File: config.mk
export PLATFORM = sky130hd
export DESIGN_NAME = irq_capture
export DESIGN_NICKNAME = d
export VERILOG_FILES = /design/src/rtl/irqc_pkg.sv /design/src/rtl/irqc_sync.sv /design/src/rtl/irqc_detect.sv /design/src/rtl/irqc_regs.sv /design/src/rtl/irq_capture.sv
export SDC_FILE = /design/constraint.sdc
export NUM_CORES = 1
export LEC_CHECK = 0
export BUFFER_PORTS_ARGS = -buffer_cell sky130_fd_sc_hd__buf_2
export CAP_MARGIN = 10
export CORE_MARGIN = 3
export CORE_UTILIZATION = 55
export DETAILED_ROUTE_END_ITERATION = 10
export PLACE_DENSITY = 0.7
export REMOVE_ABC_BUFFERS = 1
export SYNTH_ARGS = -nofsm -noshare
export SYNTH_HDL_FRONTEND = slang
export SYNTH_HIERARCHICAL = 1
export SYNTH_SLANG_ARGS = --single-unit
export TNS_END_PERCENT = 50
File: constraint.sdc
create_clock -name clk -period 3.9 [get_ports clk]
set_clock_uncertainty 0.15 [all_clocks]
set_input_delay 0.39 -clock clk [delete_from_list [all_inputs] [get_ports clk]]
set_output_delay 0.39 -clock clk [all_outputs]
set_load 0.01 [all_outputs]
File: src/rtl/irqc_pkg.sv
package irqc_pkg;
    localparam logic [3:0] BANK_CTRL = 4'd0;
    localparam logic [3:0] BANK_PEND = 4'd1;
    localparam logic [3:0] BANK_ACK  = 4'd2;
    localparam logic [3:0] BANK_MASK = 4'd3;
    localparam logic [3:0] BANK_MSET = 4'd4;
    localparam logic [3:0] BANK_MCLR = 4'd5;
    localparam logic [3:0] BANK_SENS = 4'd6;
    localparam logic [3:0] BANK_SSET = 4'd7;
    localparam logic [3:0] BANK_SCLR = 4'd8;
    localparam logic [3:0] BANK_POL  = 4'd9;
    localparam logic [3:0] BANK_PSET = 4'd10;
    localparam logic [3:0] BANK_PCLR = 4'd11;

    typedef struct packed {
        logic srst;
        logic edge_only;
        logic en;
    } ctrl_t;
endpackage

File: src/rtl/irqc_sync.sv
module irqc_sync #(
    parameter int N_LINES = 64
) (
    input  logic               clk,
    input  logic               rst_n,
    input  logic [N_LINES-1:0] raw_i,
    output logic [N_LINES-1:0] cur_o,
    output logic [N_LINES-1:0] prv_o
);
    typedef struct packed {
        logic [N_LINES-1:0] s1;
        logic [N_LINES-1:0] s2;
        logic [N_LINES-1:0] prv;
    } sync_t;

    sync_t st_d, st_q;

    always_comb begin
        st_d     = st_q;
        st_d.s1  = raw_i;
        st_d.s2  = st_q.s1;
        st_d.prv = st_q.s2;
    end

    always_ff @(posedge clk or negedge rst_n) begin
        if (!rst_n) st_q <= '0;
        else        st_q <= st_d;
    end

    assign cur_o = st_q.s2;
    assign prv_o = st_q.prv;
endmodule

File: src/rtl/irqc_detect.sv
module irqc_detect #(
    parameter int N_LINES = 64
) (
    input  logic [N_LINES-1:0] cur_i,
    input  logic [N_LINES-1:0] prv_i,
    input  logic [N_LINES-1:0] pol_i,
    input  logic [N_LINES-1:0] sens_i,
    input  logic [N_LINES-1:0] mask_i,
    input  logic               en_i,
    input  logic               edge_only_i,
    output logic [N_LINES-1:0] hit_o
);
    for (genvar i = 0; i < N_LINES; i++) begin : g_line
        logic edge_hit, lvl_hit, use_lvl;
        assign edge_hit = pol_i[i] ? (cur_i[i] & ~prv_i[i]) : (~cur_i[i] & prv_i[i]);
        assign lvl_hit  = pol_i[i] ? cur_i[i] : ~cur_i[i];
        assign use_lvl  = sens_i[i] & ~edge_only_i;
        assign hit_o[i] = en_i & ~mask_i[i] & (use_lvl ? lvl_hit : edge_hit);
    end
endmodule

File: src/rtl/irqc_regs.sv
module irqc_regs
    import irqc_pkg::*;
#(
    parameter int N_LINES = 64,
    parameter int IDX_W   = 4
) (
    input  logic               clk,
    input  logic               rst_n,
    input  logic [3+IDX_W:0]   addr_i,
    input  logic               we_i,
    input  logic [31:0]        wdata_i,
    output logic [31:0]        rdata_o,
    input  logic [N_LINES-1:0] hit_i,
    output logic [N_LINES-1:0] pend_o,
    output logic [N_LINES-1:0] mask_o,
    output logic [N_LINES-1:0] sens_o,
    output logic [N_LINES-1:0] pol_o,
    output logic               en_o,
    output logic               edge_only_o
);
    localparam int WORDS = N_LINES / 32;

    typedef struct packed {
        logic [N_LINES-1:0] pend;
        logic [N_LINES-1:0] mask;
        logic [N_LINES-1:0] sens;
        logic [N_LINES-1:0] pol;
        ctrl_t              ctrl;
    } regs_t;

    regs_t st_d, st_q;
    logic [3:0]         bank;
    logic [IDX_W-1:0]   idx;
    logic [N_LINES-1:0] wfull;
    logic               w_ack, w_mset, w_mclr, w_sset, w_sclr, w_pset, w_pclr;

    assign bank = addr_i[3+IDX_W:IDX_W];
    assign idx  = addr_i[IDX_W-1:0];

    always_comb begin
        for (int w = 0; w < WORDS; w++)
            wfull[w*32 +: 32] = (we_i && idx == IDX_W'(w)) ? wdata_i : 32'd0;
    end

    assign w_ack  = we_i && bank == BANK_ACK;
    assign w_mset = we_i && bank == BANK_MSET;
    assign w_mclr = we_i && bank == BANK_MCLR;
    assign w_sset = we_i && bank == BANK_SSET;
    assign w_sclr = we_i && bank == BANK_SCLR;
    assign w_pset = we_i && bank == BANK_PSET;
    assign w_pclr = we_i && bank == BANK_PCLR;

    always_comb begin
        st_d      = st_q;
        st_d.pend = (st_q.pend & ~(w_ack ? wfull : '0)) | hit_i;
        st_d.mask = (st_q.mask | (w_mset ? wfull : '0)) & ~(w_mclr ? wfull : '0);
        st_d.sens = (st_q.sens | (w_sset ? wfull : '0)) & ~(w_sclr ? wfull : '0);
        st_d.pol  = (st_q.pol  | (w_pset ? wfull : '0)) & ~(w_pclr ? wfull : '0);
        if (we_i && bank == BANK_CTRL && idx == '0) begin
            st_d.ctrl.en        = wdata_i[0];
            st_d.ctrl.edge_only = wdata_i[1];
            st_d.ctrl.srst      = wdata_i[2];
        end
        if (st_q.ctrl.srst) begin
            st_d.pend      = '0;
            st_d.mask      = '1;
            st_d.ctrl.srst = 1'b0;
        end
    end

    always_ff @(posedge clk or negedge rst_n) begin
        if (!rst_n) begin
            st_q      <= '0;
            st_q.mask <= '1;
            st_q.pol  <= '1;
        end else begin
            st_q <= st_d;
        end
    end

    always_comb begin
        rdata_o = 32'd0;
        if (bank == BANK_CTRL) begin
            if (idx == '0) rdata_o = {29'd0, st_q.ctrl.srst, st_q.ctrl.edge_only, st_q.ctrl.en};
        end else begin
            for (int w = 0; w < WORDS; w++) begin
                if (idx == IDX_W'(w)) begin
                    case (bank)
                        BANK_PEND: rdata_o = st_q.pend[w*32 +: 32];
                        BANK_MASK: rdata_o = st_q.mask[w*32 +: 32];
                        BANK_SENS: rdata_o = st_q.sens[w*32 +: 32];
                        BANK_POL:  rdata_o = st_q.pol[w*32 +: 32];
                        default:   rdata_o = 32'd0;
                    endcase
                end
            end
        end
    end

    assign pend_o      = st_q.pend;
    assign mask_o      = st_q.mask;
    assign sens_o      = st_q.sens;
    assign pol_o       = st_q.pol;
    assign en_o        = st_q.ctrl.en;
    assign edge_only_o = st_q.ctrl.edge_only;

    p_srst_clears_r11: assert property (@(posedge clk) disable iff (!rst_n)
        st_q.ctrl.srst |=> (st_q.pend == '0 && st_q.mask == '1 && !st_q.ctrl.srst));

    p_srst_keeps_cfg_r11: assert property (@(posedge clk) disable iff (!rst_n)
        (st_q.ctrl.srst && !(w_sset || w_sclr || w_pset || w_pclr)) |=> ($stable(st_q.sens) && $stable(st_q.pol)));

    p_masked_no_new_r8: assert property (@(posedge clk) disable iff (!rst_n)
        1'b1 |=> ((st_q.pend & ~$past(st_q.pend) & $past(st_q.mask)) == '0));

    p_disabled_no_new_r8: assert property (@(posedge clk) disable iff (!rst_n)
        !st_q.ctrl.en |=> ((st_q.pend & ~$past(st_q.pend)) == '0));

    p_ack_clears_r9: assert property (@(posedge clk) disable iff (!rst_n)
        w_ack |=> ((st_q.pend & $past(wfull) & ~$past(hit_i)) == '0));
endmodule

File: src/rtl/irq_capture.sv
module irq_capture #(
    parameter int N_LINES = 64,
    parameter int IDX_W   = 4
) (
    input  logic               clk,
    input  logic               rst_n,
    input  logic [N_LINES-1:0] irq_i,
    input  logic [3+IDX_W:0]   bus_addr,
    input  logic               bus_we,
    input  logic [31:0]        bus_wdata,
    output logic [31:0]        bus_rdata,
    output logic               wake_o
);
    localparam int WORDS = N_LINES / 32;

    initial begin
        if (N_LINES % 32 != 0 || WORDS > (1 << IDX_W))
            $error("N_LINES must be a multiple of 32 that fits the word index");
    end

    logic [N_LINES-1:0] cur, prv, hit, pend, mask, sens, pol;
    logic               en, edge_only;

    irqc_sync #(.N_LINES(N_LINES)) u_sync (
        .clk(clk), .rst_n(rst_n), .raw_i(irq_i), .cur_o(cur), .prv_o(prv)
    );

    irqc_detect #(.N_LINES(N_LINES)) u_detect (
        .cur_i(cur), .prv_i(prv), .pol_i(pol), .sens_i(sens), .mask_i(mask),
        .en_i(en), .edge_only_i(edge_only), .hit_o(hit)
    );

    irqc_regs #(.N_LINES(N_LINES), .IDX_W(IDX_W)) u_regs (
        .clk(clk), .rst_n(rst_n), .addr_i(bus_addr), .we_i(bus_we),
        .wdata_i(bus_wdata), .rdata_o(bus_rdata), .hit_i(hit),
        .pend_o(pend), .mask_o(mask), .sens_o(sens), .pol_o(pol),
        .en_o(en), .edge_only_o(edge_only)
    );

    assign wake_o = |pend;

    p_edge_needs_change_r5: assert property (@(posedge clk) disable iff (!rst_n)
        ((hit & (~sens | {N_LINES{edge_only}}) & ~(cur ^ prv)) == '0));
endmodule

==> out/metrics.csv <==
stage,metric,value,unit
global_routing,vias in the first global route,16600,
power,leakage power,9.93,nW
power,Sw Pwr,2.74,mW
layout,design area,24600,µm²
synthesis,ys async rst share,1.00,
hold_path,Hold Crit Class,in2reg,
timing,actual slew at the worst max-slew pin,1.08,ns
layout,area grow syn2layout,5.36,%
placement,placer's final routability congestion estimate,0.861,
floorplan,Rows,74,
clock_network,CTS tree,done,
drt,Initial DRT Pass Iterations,6,
timing,Final WS setup,0.291,ns
critical_path,Startpoint Class,register,
timing,part of the cycle the worst path needs,0.925,
clock_network,clk_lat worst skew,0.60,ns
critical_path,crit path kind,reg2out,
global_routing,grt met2 use,0.448,
clock_network,H-tree levels,2,
global_routing,met1 Track Usage GR,0.394,
synthesis,Mean Syn Cell Area,10.9,µm²
clock_network,clk sinks,451,
timing,Min Hold Slack,0.0430,ns
global_routing,grt total ovfl,0,
layout,share of cells above drive strength 1,0.274,
synthesis,synthesized area,23300,µm²
drt,initial drt markers,2059,
global_routing,grt peak-use layer,met2,
clock_network,Num CTS Buffers,48,
synthesis,ys flop type,dfrtp_1,
power,Combinational Power Share,0.090,
critical_path,WP data arrival,3.07,ns
drt,vias per cell,6.56,
critical_path,Worst EP required,3.36,ns
status,status,finished clean,
clock_network,CTS max path bufs,3,
synthesis,area share of the largest cell type after synthesis,0.347,
floorplan,top-level I/O count,140,
global_routing,met3 usage,0.0519,
synthesis,YS warnings,6,
placement,Placed Instances,2352,
synthesis,Seq cells post-synth,451,
critical_path,crit-path cells,"nor4_1, nand4_1, or4_1, buf_2",
timing,fmax,277,MHz
global_routing,antenna violations before repair,3,
timing,max-slew violations,0,
synthesis,largest cells by area after synthesis,"dfrtp_1 35%, dfstp_2 14%, buf_4 11%, a31oi_1 5.5%, xor2_1 4.7%",
clock_network,Post-CTS Setup Repair Bufs,0,
synthesis,"Distinct cells, synth",57,
critical_path,Worst Path Max Fanout,3,
timing,minimum clock period,3.61,ns
timing,final setup vio count,0,
critical_path,Setup crit end kind,output port,
floorplan,die area,44900,µm²
floorplan,Vert. Die Dim,212,µm
power,sequential power share,0.480,
critical_path,Worst path top cell family by delay,simple AND/OR/NAND/NOR gates,
clock_network,Post-CTS Resized,0,
clock_network,clk slew on worst S/H paths,0.06,ns
timing,Final Hold Viols,0,
placement,dpl hpwl,37.4,mm
drt,Antenna Nets Post-Route,0,
synthesis,largest area contributor in the netlist,dfrtp_1,
timing,total negative slack,0,ns
layout,Final nets,2072,
power,Total Power,10.9,mW
power,internal power,8.17,mW
power,total power divided by cell area,444,nW/µm²
critical_path,worst path bufs/invs,1,
drt,DRC viols,0,
global_routing,largest net degree at the start of global routing,93,
placement,placed cell area,22000,µm²
drt,Routed Wire Length,64.5,mm
placement,Post-Place Setup Slack,0.706,ns
layout,fin cells,2538,
synthesis,Post-Syn Instances,2142,
floorplan,Starting Density,0.564,
drt,Routed wire per std cell,25.4,µm
power,clock network fraction of design power,0.431,
global_routing,gr usage total,0.285,
clock_network,CTS root buf,clkbuf_16,
drt,via total after detailed routing,16700,
floorplan,Die Wd,212,µm
timing,headroom to the max-slew limit,0.283,
floorplan,core area,41400,µm²
layout,"Core Util, Final",0.594,
global_routing,global-route wire length before repair,98.8,mm
flow_run,max-cap violations,0,
timing,unrepaired setup endpoints after global routing,false,
placement,# port buffers,139,
critical_path,CP max stage delay,0.87,ns
synthesis,Post-synth EDFFs,0,
power,sw frac,0.251,
critical_path,slowest cell on the critical path,nor4_1,
power,VDD IR-drop max,0.376,mV
synthesis,"Seq/Total Area, Yosys",0.491,
[registers in the layout (all words and copies together) (netlist names), 64 cells and up]
signal	count
u_regs/mask_o	64
u_regs/pol_o	64
u_sync/prv_o	64
u_sync/cur_o	64
u_regs/sens_o	64
u_regs/pend_o	64
u_sync/st_d	64
[timing repair]
item,4_1_cts,5_1_grt
endpoints found under the setup margin,0,0
hold buffers,95,0
endpoints found under the hold margin,253,0
[path summary, 6_finish.rpt]
path	startpoint	end	slack, ns	cells after the start
min reg2reg	u_sync/st_d[67]$_DFF_PN0_	u_sync/cur_o[3]$_DFF_PN0_	0.20	0
min in group asynchronous	rst_n	u_sync/st_d[79]$_DFF_PN0_	0.24	2
min	bus_wdata[1]	u_regs/pol_o[1]$_DFF_PN1_	0.04	2
max	u_regs/pend_o[33]$_DFF_PN0_	wake_o	0.29	4
max reg2reg	u_regs/edge_only_o$_DFFE_PN0P_	u_regs/pend_o[18]$_DFF_PN0_	1.37	5
max in group asynchronous	rst_n	u_regs/pol_o[57]$_DFF_PN1_	2.22	3
[synth_stat cells (3+ instances only)]
library cell,n
and4_1,19
a22oi_1,18
a31oi_1,205
o21ai_0,6
a221oi_1,24
nor3_1,30
and3_1,30
a221o_1,6
a222oi_1,3
mux2i_1,4
nand2b_1,39
a211oi_1,40
nor4b_2,63
xor2_1,126
nor4_1,16
o21ai_1,24
clkbuf_1,97
nand2_1,16
nor4b_1,5
a21oi_1,174
a221oi_2,24
o22a_1,10
dfstp_2,128
buf_6,12
nand3_1,19
buf_1,3
nor2_1,87
buf_4,329
buf_2,75
nand4_1,7
mux2_2,40
a311oi_1,77
inv_1,32
dfrtp_1,323
and2_1,3
[logic make-up after synthesis]
family                    after synthesis  share of synthesized area
AOI/OAI and AO/OA                     612                      0.179
muxes                                  45                     0.0215
and+or+nand+nor                       359                      0.112
buffers and inverters                 549                      0.149
DFF                                   451                      0.491
xor gates and xnor gates              126                     0.0473
[routing by layer]
metal / vias to the layer above / routed length (µm)
met1: 8340 / 26400
met5: - / 17
met2: 920 / 29600
li1: 7196 / -
met3: 200 / 6120
met4: 2 / 2460
[placed cells by master (no fill, tap or decap), drive strengths merged, types with 6 or more instances in the layout]
master / instances
nor3: 32
a221oi: 48
dlygate4sd3: 95
nor2: 89
and3: 30
nand4: 7
clkinv: 9
and4: 19
nand3: 19
dfstp: 128
buf: 194
a31oi: 205
dfrtp: 323
a21oi: 174
a211oi: 40
inv: 35
nor4: 18
xor2: 126
o22a: 10
nor4b: 68
a311oi: 77
clkbuf: 72
nand2b: 39
a221o: 6
o21ai: 30
mux2: 41
nand2: 16
a22oi: 18
[layout make-up]
cell class                      count  area [µm²]
Fill cell                        3371       16800
Sequential cell                   451       11400
Multi-Input combinational cell   1142        8480
Timing Repair Buffer              289        2210
Clock buffer                       72        1450
Tap cell                          532         666
Clock inverter                     17         189
Inverter                           33         126
Antenna cell                        2        5.00
[power by group through the flow]
| stage | Combinational [mW] | Clock [mW] | Sequential [mW] |
|---|---|---|---|
| 6_report | 0.978 | 4.70 | 5.23 |
| 5_1_grt | 1.06 | 4.96 | 5.26 |
| 4_1_cts | 0.965 | 4.78 | 5.23 |
| 3_5_place_dp | 0.884 | 0 | 5.30 |
| 3_3_place_gp | 0.858 | 0 | 5.29 |
| 2_1_floorplan | 0.477 | 0 | 5.21 |
Note: power is estimated with default switching activity, not from simulation.
